**config.mk**
```make
export PLATFORM = sky130hd
export DESIGN_NAME = pxl_word_router
export DESIGN_NICKNAME = d
export VERILOG_FILES = /design/src/rtl/pxl_pkg.sv /design/src/rtl/pxl_word_decode.sv /design/src/rtl/pxl_link_watch.sv /design/src/rtl/pxl_disp_mux.sv /design/src/rtl/pxl_word_router.sv
export SDC_FILE = /design/constraint.sdc
export NUM_CORES = 1
export LEC_CHECK = 0
export BUFFER_PORTS_ARGS = -buffer_cell sky130_fd_sc_hd__clkbuf_2
export CAP_MARGIN = 30
export CELL_PAD_IN_SITES_DETAIL_PLACEMENT = 1
export CELL_PAD_IN_SITES_GLOBAL_PLACEMENT = 1
export CORE_MARGIN = 2
export CORE_UTILIZATION = 25
export CTS_CLUSTER_DIAMETER = 50
export DETAILED_ROUTE_END_ITERATION = 7
export PLACE_DENSITY_LB_ADDON = 0.1
export SYNTH_ARGS = -nofsm -noshare
export SYNTH_HDL_FRONTEND = slang
export SYNTH_SLANG_ARGS = --single-unit
```
**constraint.sdc**
```tcl
create_clock -name clk -period 5.19 [get_ports clk]
set_input_delay 0.2595 -clock clk [delete_from_list [all_inputs] [get_ports clk]]
set_output_delay 0.2595 -clock clk [all_outputs]
set_load 0.01 [all_outputs]
```
**src/rtl/pxl_pkg.sv**
```systemverilog
package pxl_pkg;
    localparam int COORD_W = 6;
    localparam int CHAN_W  = 6;
    localparam int ADDR_W  = 2 * COORD_W;
    localparam int RGB_W   = 3 * CHAN_W;
    localparam int WORD_W  = 32;
    localparam int PORT_W  = 16;

    typedef struct packed {
        logic [COORD_W-1:0] row;
        logic [COORD_W-1:0] col;
        logic [CHAN_W-1:0]  red;
        logic [CHAN_W-1:0]  grn;
        logic [CHAN_W-1:0]  blu;
    } pixel_t;

    function automatic logic [RGB_W-1:0] gradient(input logic [COORD_W-1:0] x,
                                                  input logic [COORD_W-1:0] y);
        return {x, y, x ^ y};
    endfunction
endpackage

```
**src/rtl/pxl_word_decode.sv**
```systemverilog
module pxl_word_decode
    import pxl_pkg::*;
#(
    parameter int           NUM_PANELS  = 6,
    parameter logic [7:0]   PORT_PREFIX = 8'h66
) (
    input  logic                  clk,
    input  logic                  rst_n,
    input  logic                  in_valid,
    input  pixel_t                in_pix,
    input  logic [PORT_W-1:0]     in_port,
    output logic                  accept,
    output logic [NUM_PANELS-1:0] fb_we,
    output logic [ADDR_W-1:0]     fb_addr,
    output logic [RGB_W-1:0]      fb_rgb
);
    typedef struct packed {
        logic [NUM_PANELS-1:0] we;
        logic [ADDR_W-1:0]     addr;
        logic [RGB_W-1:0]      rgb;
    } dec_state_t;

    dec_state_t st_d, st_q;
    logic       prefix_ok;
    logic [NUM_PANELS-1:0] mask;

    always_comb begin
        prefix_ok = (in_port[PORT_W-1:8] == PORT_PREFIX);
        mask      = in_port[NUM_PANELS-1:0];
        accept    = in_valid && prefix_ok && (mask != '0);
        st_d      = st_q;
        st_d.we   = '0;
        if (accept) begin
            st_d.we   = mask;
            st_d.addr = {in_pix.row, in_pix.col};
            st_d.rgb  = {in_pix.red, in_pix.grn, in_pix.blu};
        end
    end

    always_ff @(posedge clk) begin
        if (!rst_n) st_q <= '0;
        else        st_q <= st_d;
    end

    assign fb_we   = st_q.we;
    assign fb_addr = st_q.addr;
    assign fb_rgb  = st_q.rgb;


    prefix_block_chk: assert property (@(posedge clk) disable iff (!rst_n)
        (in_port[PORT_W-1:8] != PORT_PREFIX) |=> (fb_we == '0));

    idle_no_write_chk: assert property (@(posedge clk) disable iff (!rst_n)
        !in_valid |=> (fb_we == '0));

    mask_follow_chk: assert property (@(posedge clk) disable iff (!rst_n)
        accept |=> (fb_we == $past(in_port[NUM_PANELS-1:0])));

    addr_hold_chk: assert property (@(posedge clk) disable iff (!rst_n)
        !accept |=> $stable(fb_addr) && $stable(fb_rgb));
endmodule

```
**src/rtl/pxl_link_watch.sv**
```systemverilog
module pxl_link_watch #(
    parameter int TIMEOUT_CYC = 50_000_000
) (
    input  logic clk,
    input  logic rst_n,
    input  logic accept,
    output logic show_test
);
    localparam int CNT_W = $clog2(TIMEOUT_CYC + 1);

    typedef struct packed {
        logic [CNT_W-1:0] cnt;
        logic             show;
    } watch_state_t;

    watch_state_t st_d, st_q;

    always_comb begin
        st_d = st_q;
        if (accept) begin
            st_d.cnt  = CNT_W'(TIMEOUT_CYC);
            st_d.show = 1'b0;
        end else if (st_q.cnt != '0) begin
            st_d.cnt = st_q.cnt - CNT_W'(1);
            if (st_q.cnt == CNT_W'(1)) st_d.show = 1'b1;
        end
    end

    always_ff @(posedge clk) begin
        if (!rst_n) begin
            st_q.cnt  <= '0;
            st_q.show <= 1'b1;
        end else begin
            st_q <= st_d;
        end
    end

    assign show_test = st_q.show;


    accept_clears_chk: assert property (@(posedge clk) disable iff (!rst_n)
        accept |=> !show_test);

    test_sticky_chk: assert property (@(posedge clk) disable iff (!rst_n)
        (show_test && !accept) |=> show_test);

    rise_needs_quiet_chk: assert property (@(posedge clk) disable iff (!rst_n)
        $rose(show_test) |-> !$past(accept));
endmodule

```
**src/rtl/pxl_disp_mux.sv**
```systemverilog
module pxl_disp_mux
    import pxl_pkg::*;
(
    input  logic               clk,
    input  logic               rst_n,
    input  logic               show_test,
    input  logic [COORD_W-1:0] scan_x,
    input  logic [COORD_W-1:0] scan_y,
    input  logic [RGB_W-1:0]   live_rgb,
    output logic [RGB_W-1:0]   disp_rgb
);
    logic [RGB_W-1:0] disp_d, disp_q;

    always_comb begin
        if (show_test) disp_d = gradient(scan_x, scan_y);
        else           disp_d = live_rgb;
    end

    always_ff @(posedge clk) begin
        if (!rst_n) disp_q <= '0;
        else        disp_q <= disp_d;
    end

    assign disp_rgb = disp_q;


    live_pass_chk: assert property (@(posedge clk) disable iff (!rst_n)
        !show_test |=> (disp_rgb == $past(live_rgb)));
endmodule

```
**src/rtl/pxl_word_router.sv**
```systemverilog
module pxl_word_router
    import pxl_pkg::*;
#(
    parameter int         NUM_PANELS  = 6,
    parameter logic [7:0] PORT_PREFIX = 8'h66,
    parameter int         TIMEOUT_CYC = 50_000_000
) (
    input  logic                  clk,
    input  logic                  rst_n,
    input  logic                  in_valid,
    input  logic [WORD_W-1:0]     in_word,
    input  logic [PORT_W-1:0]     in_port,
    output logic [NUM_PANELS-1:0] fb_we,
    output logic [ADDR_W-1:0]     fb_addr,
    output logic [RGB_W-1:0]      fb_rgb,
    output logic                  show_test,
    input  logic [COORD_W-1:0]    scan_x,
    input  logic [COORD_W-1:0]    scan_y,
    input  logic [RGB_W-1:0]      live_rgb,
    output logic [RGB_W-1:0]      disp_rgb
);
    logic   accept;
    pixel_t pix;
    logic   unused_bits;

    assign pix         = pixel_t'(in_word[$bits(pixel_t)-1:0]);
    assign unused_bits = ^{in_word[WORD_W-1:$bits(pixel_t)], in_port[7:0]};

    pxl_word_decode #(
        .NUM_PANELS (NUM_PANELS),
        .PORT_PREFIX(PORT_PREFIX)
    ) u_decode (
        .clk     (clk),
        .rst_n   (rst_n),
        .in_valid(in_valid),
        .in_pix  (pix),
        .in_port (in_port),
        .accept  (accept),
        .fb_we   (fb_we),
        .fb_addr (fb_addr),
        .fb_rgb  (fb_rgb)
    );

    pxl_link_watch #(
        .TIMEOUT_CYC(TIMEOUT_CYC)
    ) u_watch (
        .clk      (clk),
        .rst_n    (rst_n),
        .accept   (accept),
        .show_test(show_test)
    );

    pxl_disp_mux u_disp (
        .clk      (clk),
        .rst_n    (rst_n),
        .show_test(show_test),
        .scan_x   (scan_x),
        .scan_y   (scan_y),
        .live_rgb (live_rgb),
        .disp_rgb (disp_rgb)
    );
endmodule

```
Word level (Yosys, flattened, before mapping)
Cells that the tools add are included.
{"block": "word_totals", "reg_bits": 81, "in_bits": 81, "out_inout_bits": 55, "word_cells": 25}
{"block": "classes", "addsub": 1, "n_eq_ne": 2, "muxes": 4, "bitwise": 2, "reduce_logical": 9}
{"cell": "two-way mux 27 bit", "count": 2}
{"cell": "equality test 26 x 1 -> 1 bit, second input constant", "count": 1}
{"cell": "nonzero test 26 bit", "count": 1}
{"cell": "subtractor 26 x 1 -> 26 bit, second input constant", "count": 1}
{"cell": "two-way mux 18 bit", "count": 1}
{"cell": "equality test 8 x 7 -> 1 bit, second input constant", "count": 1}
{"cell": "nonzero test 6 bit", "count": 1}
{"cell": "XOR 6 bit", "count": 1}
{"cell": "AND reduction 2 bit", "count": 2}
{"cell": "nonzero test 2 bit", "count": 2}
{"cell": "logical AND 1 bit", "count": 2}
{"cell": "OR reduction 2 bit", "count": 1}
{"cell": "two-way mux 1 bit", "count": 1}
{"cell": "NOT 1 bit", "count": 1}

Depth between registers and ports, before layout
Gate-level depths: netlist of the first run.
{"block": "depth", "word_depth": 5, "ltp_mapped": 9, "mapped_depth_nobuf": 6}

Cells and area by module
A second synthesis of the first run with hierarchy kept.
{"block": "unflattened", "cells_unflattened": 380, "hier_area_um2": 3628.5}
{"module": "pxl_link_watch", "instances": 1, "cells_each": 163, "area_each_um2": 1507.7, "seq_area_each_um2": 540.5}
{"module": "pxl_word_decode", "instances": 1, "cells_each": 153, "area_each_um2": 1408.9, "seq_area_each_um2": 720.7}
{"module": "pxl_disp_mux", "instances": 1, "cells_each": 64, "area_each_um2": 711.9, "seq_area_each_um2": 360.3}

Least setup slack after synthesis of the first run
No wires, ideal clock.
{"block": "synth_path", "path_kind": "reg-to-reg", "from": "reg u_watch.st_q[13] (netlist name)", "to": "reg u_watch.st_q[11] (netlist name)", "setup_time_ns": 0.132, "arrival_time_ns": 2.148, "t_required_ns": 5.058, "slack_ns": 2.910, "stages_incl_launch_ff": 8, "path_buffers": 2, "synth_period_minus_slack_ns": 2.280, "cell_sequence": "dfxtp_1 -> or4_4 -> or3_1 -> buf_6 -> or4_1 -> buf_2 -> or2b_1 -> a21oi_1"}
{"block": "synth_between", "elab_chain_len": 1}
{"item": "start: declaration", "line_no": "pxl_link_watch.sv:16", "source": "watch_state_t st_d, st_q;"}
{"item": "start signal: assignment", "line_no": "pxl_link_watch.sv:34", "source": "st_q <= st_d;"}
{"item": "nonzero test 26 bit", "line_no": "pxl_link_watch.sv:23", "source": "end else if (st_q.cnt != '0) begin"}
No other way between the ends.
A chain may end at the register's enable or synchronous reset.

Worst setup path in the final report of the first run
{"block": "layout_path", "from": "reg u_watch.st_q[13] (netlist name)", "to": "reg u_watch.st_q[8] (netlist name)"}
{"block": "layout_between", "elab_chain_len": 2}
{"item": "nonzero test 26 bit", "line_no": "pxl_link_watch.sv:23"}
{"item": "nonzero test 2 bit (no line)"}
No other way between the ends.

==> impl_results.md, run 1 <==
- Status: finished, final reports clean
- Worst Path Buf+Inv: 0
- Commonest non-fill, non-tap cell in the layout: clkbuf_2
- Design Area, Final: between 0.004 and 0.005 mm^2
- Worst Hold Class: input port to flop
- Crit path max-delay cell type: o31ai_4
- Leakage power: between 1.5 and 2 nW
- Setup crit end kind: flop
- Inserted Diodes: 0
- Core area: approximately 0.013 mm^2
- Endpoints failing setup: 0
- Register area: between 0.0015 and 0.002 mm^2
- Post-CTS resize count: 0
- Initial antenna violation count: 0
- Initial Utilization: between 20% and 30%
- Overflow after GRT: 0
- Final Core Density: 34.4%
- RD Place Congestion: a little over 0.7
- Buffers on Ports: 131
- Number of synthesized flops with an enable pin: 0
- Crit path max fanout: 22
- Pwr per Cell Area: ~450 mW/mm^2
- Register area share after synthesis: between 40% and 50%
- Slowest cell delay on critical path: 0.80 ns
- Crit Path Class: flop to flop
- Die H: ~120 um
- Cell family with most CP delay: compound AO/OA/AOI/OAI gates
- Clock tree buffer depth: 2
- Max rail drop VDD: approximately 0.15 mV
- Total of warnings raised by yosys: 0
- Number of global-route vias before repair: 3260
- Crit path cell chain: or4_4, or3_1, o31ai_4, o311ai_0, o311a_1
- Area leader, netlist: dfxtp_1
- CTS tree: built
- Wirelength per Cell: between 10 and 15 um
- Area contributors post-synth: dfxtp_1 50%, nand2_1 7.5%, a21oi_1 6.3%
- Via count: 3078
- Synth Instances: between 300 and 400
- Most frequent cells in the layout: 131 x clkbuf_2, 81 x dfxtp_1, 65 x nand2_1
- Syn Nets: 454
- Clk_lat worst skew: 0.33 ns
- Synthesis-stage register bit count: ~80
- Hold Vio Cnt, Final: 0
- Root Driver: clkbuf_16
- Post-CTS setup buffers: 0
- Synth Cell Area: between 0.003 and 0.004 mm^2
- Multi-input gate area: roughly 0.0015 mm^2
- NumNets Final: 576
- Total global-route track usage: around 14%
- Total of max-cap violations: 0
- Syn Area/Cell: a little under 9 um^2
- Top cell type's share of synthesized area: slightly below 50%
- Largest net degree at the start of global routing: 48
- IO Count: around 140
- Via density: approximately 4.6
- Layout Skew: about 0.0038 ns
- # rows: 41
- Slew @ Worst Pin: 0.859 ns
- Die width: ~120 um
- Final Cycle Share: between 50% and 60%
- Drt initial violations: 98
- Area grow syn2layout: 33.7%
- Antenna viol nets, final: 0
- Detailed-route wire length: between 9000 and 10000 um
- Setup TNS: 0 ns
- FILL cells: approximately 1600
- Hpwl dp: 6620 um
- DRC: 0
- Number of iterations in the first detailed-routing pass: 4
- Tmin final: 2.71 ns
- Async S/R FF share, synth: 0%
- Primary FF master, synth: dfxtp_1
- Fmax: roughly 370 MHz
- Num CTS Buffers: 9
- Worst hold slack: about 0.15 ns
- Clk pin slew, worst setup/hold paths: 0.06 ns
- RSZ-0062 raised after global routing: false
- Clk sink count: about 80
- Pins Over Slew Limit: 0
- Share of layout cells above drive strength 1: 32.6%
- First-pass GRT wire length: 15800 um
- Die area: between 0.01 and 0.015 mm^2
- Total power: 1.98 mW
- Post-synth cell types: 42
- Worst Path Required: 5.41 ns
- Max_slew headroom: between 40% and 50%
- # hold bufs at CTS: 0
- CP Data Arrival Time: roughly 2.9 ns
- H-tree depth: 3
- Startpoint class of the critical path: flop
- Post-DP Area: 0.00408 mm^2
-- synth_stat cells, types with 2 or more instances --
cell      number
dfxtp_1       81
nand2_1       65
a21oi_1       41
nor2_1        31
clkbuf_1      19
xnor2_1       14
mux2i_1       12
or4_1         11
a31oi_1       10
o31ai_1       10
a211oi_1       7
and3_1         7
nor3_1         7
or3_1          7
nand3_1        5
inv_1          4
o21ai_0        4
or2_2          4
buf_1          2
buf_6          2
ha_1           2
nor4_1         2
nor4b_1        2
o311ai_0       2
o41ai_1        2
xor2_1         2
-- sequential cells by signal, indices dropped and copies added, names as in the netlist --
register / cells
u_watch.show_test: 1
u_decode.fb_rgb: 18
u_watch.st_q: 26
u_decode.fb_we: 6
u_disp.disp_rgb: 18
u_decode.fb_addr: 12
-- stage by stage --
stage                     instances  worst slack, ns
after global placement          651             2.50
final                           669             2.48
after floorplan                 371             2.91
after global routing            669             2.23
after CTS                       669             2.45
after detailed placement        654             2.45
-- worst reg2reg max path, stage by stage, from the launching register on --
cell	delay [ns]
dfxtp_1	0.33
or4_4	0.56
or3_1	0.52
o31ai_4	0.81
o311ai_0	0.22
o311a_1	0.17
-- power breakdown --
part	switching, mW	internal [mW]	total (mW)	leakage (nW)
clock network	0.244	0.360	0.604	0.138
registers	0.0531	0.685	0.738	0.661
logic	0.390	0.247	0.637	1.13
total	0.688	1.29	1.98	1.92
-- cells by family after synthesis --
group	count (synthesis)	share of synthesized area, %
AOI/OAI and AO/OA	80	15.4
xor gates and xnor gates	16	4.29
adders and majority gates	2	0.766
buffers and inverters	30	4.06
DFF	81	49.7
muxes	12	3.68
and+or+nand+nor	150	22.1
-- metal layers --
| metal | vias up | track usage [%] | routed length [um] |
|---|---|---|---|
| met5 | - | 0 | 0 |
| met4 | 0 | 6.78 | 180 |
| met3 | 11 | 3.28 | 475 |
| met2 | 81 | 24.0 | 4460 |
| met1 | 1444 | 16.7 | 4230 |
| li1 | 1542 | - | - |
-- layout make-up --
type / instances / share of cell area, %
Multi-Input combinational cell: 260 / 34.7
Sequential cell: 81 / 37.2
Inverter: 5 / 0.430
Clock inverter: 2 / 0.287
Tap cell: 172 / 4.93
Timing Repair Buffer: 136 / 16.3
Clock buffer: 13 / 6.19
-- path summary, 6_finish.rpt --
check	depth (start not counted)	from	endpoint	slack, ns
worst min-delay path	3	in_word[7]	u_decode.fb_rgb[7]$_SDFFE_PN0P_	0.15
worst max register to register	5	u_watch.st_q[13]$_SDFFE_PN0P_	u_watch.st_q[8]$_SDFFE_PN0P_	2.48
worst min register to register	2	u_decode.fb_rgb[4]$_SDFFE_PN0P_	u_decode.fb_rgb[4]$_SDFFE_PN0P_	0.45
worst max-delay path	5	u_watch.st_q[13]$_SDFFE_PN0P_	u_watch.st_q[8]$_SDFFE_PN0P_	2.48
No activity file was read; power rests on OpenSTA's default activity.
==> run 2: changes to the inputs <==
==> constraint.sdc (replaced) <==
create_clock -name clk -period 2.6 [get_ports clk]
set_input_delay 0.13 -clock clk [delete_from_list [all_inputs] [get_ports clk]]
set_output_delay 0.13 -clock clk [all_outputs]
set_load 0.01 [all_outputs]
==> run 2 against run 1 <==
Compared with the run above: via count is 0.58% higher; count of clock-buffer cells in the layout unchanged; setup slack got worse by 2.2 ns; critical path type unchanged.
==> impl_results.md, run 2 (synthesis results as in run 1) <==
- DRC: 0
- H-tree depth: 3
- FF-to-FF setup slack: 0.31 ns
- RSZ-0062 raised after global routing: false
- Endpoints failing setup: 0
- Post-DP Area: a little over 0.004 mm^2
- Root Driver: clkbuf_16
- Clk pin slew, worst setup/hold paths: approximately 0.060 ns
- Final Cycle Share: between 80% and 90%
- RD Place Congestion: just under 0.7
- Via density: 4.56
- Most frequent cells in the layout: 131 x clkbuf_2, 81 x dfxtp_1, 65 x nand2_1
- Total power: about 4.0 mW
- Share of layout cells above drive strength 1: 33.1%
- Design Area, Final: about 0.0044 mm^2
- Setup crit end kind: flop
- Die area: 0.0140 mm^2
- Fmax: ~440 MHz
- Buffers on Ports: around 130
- Pins Over Slew Limit: 0
- Number of iterations in the first detailed-routing pass: 4
- Hpwl dp: 6490 um
- Total global-route track usage: about 13%
- Number of global-route vias before repair: roughly 3100
- Via count: 3096
- Inserted Diodes: 0
- Status: finished, final reports clean
- Drt initial violations: 101
- Commonest non-fill, non-tap cell in the layout: clkbuf_2
- Num CTS Buffers: 9
- Crit path max fanout: 5
- Max reg flops: 26
- WHS Path Cells: 3
- Hold Vio Cnt, Final: 0
- Worst Hold Class: input port to flop
- Wirelength per Cell: roughly 14 um
- Clk_lat worst skew: roughly 0.34 ns
- Antenna viol nets, final: 0
- # rows: 41
- Initial Utilization: roughly 26%
- First-pass GRT wire length: around 15000 um
- Post-CTS setup buffers: 0
- Die H: ~120 um
- Slew @ Worst Pin: roughly 0.65 ns
- Clock tree buffer depth: 2
- Core area: 0.0127 mm^2
- Tmin final: between 2 and 2.5 ns
- Largest net degree at the start of global routing: 60
- Max rail drop VDD: about 0.28 mV
- R2R depth: 5
- Detailed-route wire length: around 9200 um
- Setup TNS: 0 ns
- CTS tree: built
- IO Count: 136
- Clk sink count: between 80 and 90
- Crit Path Class: flop to flop
- Layout Skew: 0.00724 ns
- Worst Path Required: around 2.8 ns
- Leakage power: 1.95 nW
- Area grow syn2layout: 35.1%
- CP Data Arrival Time: around 2.5 ns
- Die width: 118 um
- Max_slew headroom: 56.5%
- Overflow after GRT: 0
- Post-CTS resize count: 0
- Initial antenna violation count: 0
- Worst hold slack: 0.0129 ns
- Total of max-cap violations: 0
- Pwr per Cell Area: between 900 and 1000 mW/mm^2
- Startpoint class of the critical path: flop
- NumNets Final: between 500 and 600
- Largest Register: u_watch.st_q
[run 2: through the flow]
step | utilization (%) | instances | setup slack [ns]
final | 34.8 | 679 | 0.309
after global routing | 34.8 | 679 | 0.182
after detailed placement | 32.5 | 662 | 0.307
after global placement | 32.5 | 662 | 0.330
after floorplan | - | 371 | 0.320
after CTS | 34.8 | 679 | 0.301
[run 2: final timing paths]
kind / from / to
max: u_watch.st_q[13]$_SDFFE_PN0P_ / u_watch.st_q[11]$_SDFFE_PP0P_
min: in_word[4] / u_decode.fb_rgb[4]$_SDFFE_PN0P_
max reg2reg: u_watch.st_q[13]$_SDFFE_PN0P_ / u_watch.st_q[11]$_SDFFE_PP0P_
min reg2reg: u_decode.fb_addr[7]$_SDFFE_PN0P_ / u_decode.fb_addr[7]$_SDFFE_PN0P_
[run 2: timing repair]
action,CTS,global route
hold buffers,2,0
setup endpoints to repair,0,0
endpoints found under the hold margin,2,0
[run 2: layout make-up]
type / instances / area [um^2]
fillers: 1548 / 8260
flip-flops and latches: 81 / 1620
well taps: 172 / 215
inverters: 5 / 18.8
clock buffers: 13 / 250
multi-input cells: 260 / 1520
repair buffers: 146 / 773
clock inverters: 2 / 15.0
[run 2: critical path, stage by stage (launching register included)]
cell and delay [ns]:
dfxtp_1 0.33, or4_4 0.56, or3_1 0.34, or4_1 0.67, or2b_1 0.21, a21oi_1 0.05
[run 2: per-layer routing]
layer / vias to the layer above / wire length (um) / track usage [%]
met2: 79 / 4260 / 22.2
met4: 0 / 136 / 5.12
met3: 9 / 517 / 4.44
met5: - / 0 / 0
met1: 1446 / 4250 / 16.2
li1: 1562 / - / -
[run 2: power by group]
group,switching (mW),total (mW),internal (mW),leakage (nW)
clock network,0.481,1.15,0.668,0.122
logic,0.801,1.41,0.612,1.16
registers,0.103,1.47,1.37,0.661
total,1.38,4.03,2.65,1.95
==> run 3: changes to the inputs <==
--- a/config.mk
+++ b/config.mk
@@ -14,6 +14,7 @@
 export CTS_CLUSTER_DIAMETER = 50
 export DETAILED_ROUTE_END_ITERATION = 7
 export PLACE_DENSITY_LB_ADDON = 0.1
+export REMOVE_ABC_BUFFERS = 1
 export SYNTH_ARGS = -nofsm -noshare
 export SYNTH_HDL_FRONTEND = slang
 export SYNTH_SLANG_ARGS = --single-unit
==> run 3 against run 2 <==
Compared with the run above: clock skew decreased by 0.0017 ns; combinational power about the same; sequential share of layout area decreased by 0.17 points; via count unchanged; power increased by 2.7%; wire length increased by 5.3%; critical path depth unchanged; critical path type unchanged.
==> impl_results.md, run 3 (synthesis results as in run 1) <==
- Setup ws final: between 0.15 and 0.2 ns
- RSZ-0062 raised after global routing: false
- FF-to-FF Start: u_watch.st_q[18]$_SDFFE_PN0P_
- Core area: about 0.013 mm^2
- Via count: a little over 3000
- Min-Delay Endpoint: u_decode.fb_addr[8]$_SDFFE_PN0P_
- R2R depth: 5
- Commonest non-fill, non-tap cell in the layout: clkbuf_2
- Startpoint class of the critical path: flop
- # rows: 41
- Largest Register: u_watch.st_q
- Overflow after GRT: 0
- Seq pwr share: 35.5%
- WHS Path Cells: 3
- Clock tree buffer depth: 2
- Endpoints failing setup: 0
- H-tree depth: 3
- Die area: between 0.01 and 0.015 mm^2
- Initial Utilization: 25.8%
- Worst r2r dst: u_watch.st_q[11]$_SDFFE_PP0P_
- IO Count: ~140
- Fmax: 412 MHz
- Most frequent cells in the layout: 131 x clkbuf_2, 81 x dfxtp_1, 65 x nand2_1
- Num CTS Buffers: 9
- Pint: roughly 2.7 mW
- Via density: roughly 4.6
- Hold wc startpoint: in_word[26]
- Area grow syn2layout: 35.7%
- Crit path max fanout: 8
- Die H: between 100 and 150 um
- Pwr per Cell Area: ~930 mW/mm^2
- CTS tree: built
- DRC: 0
- Hpwl dp: 6880 um
- Worst Hold Class: input port to flop
- Clk pwr share: between 30 and 40%
- First-pass GRT wire length: approximately 16000 um
- Detailed-route wire length: around 9700 um
- Largest net degree at the start of global routing: 60
- Total global-route track usage: 14.3%
- Register area: between 0.0015 and 0.002 mm^2
- Final Cycle Share: between 90% and 100%
- NumNets Final: between 500 and 600
- CP Data Arrival Time: between 2 and 3 ns
- Post-CTS setup buffers: 0
- Dpl ws: between 0.15 and 0.2 ns
- Setup crit end kind: flop
- Hold Vio Cnt, Final: 0
- Wirelength per Cell: about 14 um
- RD Place Congestion: 0.703
- Max rail drop VDD: 0.577 mV
- Max reg flops: 26
- Layout Skew: 0.00551 ns
- Design Area, Final: between 0.004 and 0.005 mm^2
- Slew @ Worst Pin: approximately 0.55 ns
- Initial antenna violation count: 0
- Status: finished, final reports clean
- Tmin final: between 2 and 2.5 ns
- Multi-input gate area: roughly 0.0015 mm^2
- Sw frac: between 30 and 40%
- Clk_lat worst skew: roughly 0.34 ns
- Pins Over Slew Limit: 0
- Max_slew headroom: 62.7%
- Psw: about 1.4 mW
- Worst Path Required: ~2.8 ns
- Inserted Diodes: 0
- Clk sink count: between 80 and 90
- Combinational share of power: between 30% and 40%
- FF-to-FF setup slack: around 0.17 ns
- Number of global-route vias before repair: slightly above 3000
- Drt initial violations: approximately 110
- Root Driver: clkbuf_16
- Die width: 118 um
- Leakage power: 1.96 nW
- Crit Path Class: flop to flop
- Post-DP Area: 0.00412 mm^2
- Antenna viol nets, final: 0
- Clk pin slew, worst setup/hold paths: approximately 0.060 ns
- Buffers on Ports: between 100 and 150
- Total power: ~4.1 mW
- FILL cells: between 1500 and 2000
- Number of iterations in the first detailed-routing pass: 4
- Total of max-cap violations: 0
- Share of layout cells above drive strength 1: between 30% and 40%
[run 3: changes by cell type in the layout (fill, tap and decap cells not counted), sizes merged]
cell	previous run	this run
dlygate4sd3	2	1
buf	13	11
clkinvlp	2	1
bufinv	0	1
[run 3: power groups by stage]
stage	registers, mW	logic, mW	clock network [mW]
global route	1.49	1.55	1.39
finish	1.47	1.38	1.29
floorplan	1.48	0.901	0
CTS	1.47	1.39	1.34
detailed placement	1.50	1.38	0
global placement	1.49	1.35	0
[run 3: cell type report]
cell class | count | area share [%]
repair buffers | 143 | 17.2
clock inverters | 2 | 0.847
clock buffers | 13 | 5.88
flip-flops and latches | 81 | 36.6
inverters | 5 | 0.424
well taps | 172 | 4.86
multi-input cells | 260 | 34.2
[run 3: through the flow]
| step | hold WS (ns) | TNS, ns | std cells | util [%] |
|---|---|---|---|---|
| 2_1_floorplan | 0.206 | -2.44 | 346 | - |
| 3_3_place_gp | 0.359 | 0 | 660 | 32.5 |
| 3_5_place_dp | 0.363 | 0 | 660 | 32.5 |
| 4_1_cts | 0.00148 | 0 | 676 | 35.0 |
| 5_1_grt | 0.0172 | 0 | 676 | 35.0 |
| 6_report | 0.0171 | 0 | 676 | 35.0 |
[run 3: per-layer routing]
metal	track usage, %	wire (um)	up-vias
met1	17.8	4390	1441
met2	23.8	4610	86
li1	-	-	1559
met4	4.07	92	0
met3	4.34	564	10
met5	0	0	-
[run 3: worst max-delay path: stages, from the launching register on]
cell and delay, ns:
dfxtp_1 0.34, or4_1 0.69, or2_2 0.37, or4_1 0.63
or2b_1 0.21, a21oi_1 0.05
[run 3: timing repair]
item | 4_1_cts | 5_1_grt
hold buffers | 1 | 0
endpoints found under the hold margin | 1 | 0
resized for setup | 0 | 0
[run 3: how the worst max path moves through the flow]
stage / startpoint / endpoint / cells after the start
3_5_place_dp: u_watch.st_q[18]$_SDFFE_PN0P_ / u_watch.st_q[1]$_SDFFE_PP0P_ / 5
3_3_place_gp: u_watch.st_q[18]$_SDFFE_PN0P_ / u_watch.st_q[11]$_SDFFE_PP0P_ / 5
4_1_cts: u_watch.st_q[18]$_SDFFE_PN0P_ / u_watch.st_q[11]$_SDFFE_PP0P_ / 5
2_1_floorplan: in_port[8] / u_watch.show_test$_SDFFE_PN1P_ / 4
5_1_grt: u_watch.st_q[18]$_SDFFE_PN0P_ / u_watch.st_q[1]$_SDFFE_PP0P_ / 5
6_report: u_watch.st_q[18]$_SDFFE_PN0P_ / u_watch.st_q[11]$_SDFFE_PP0P_ / 5
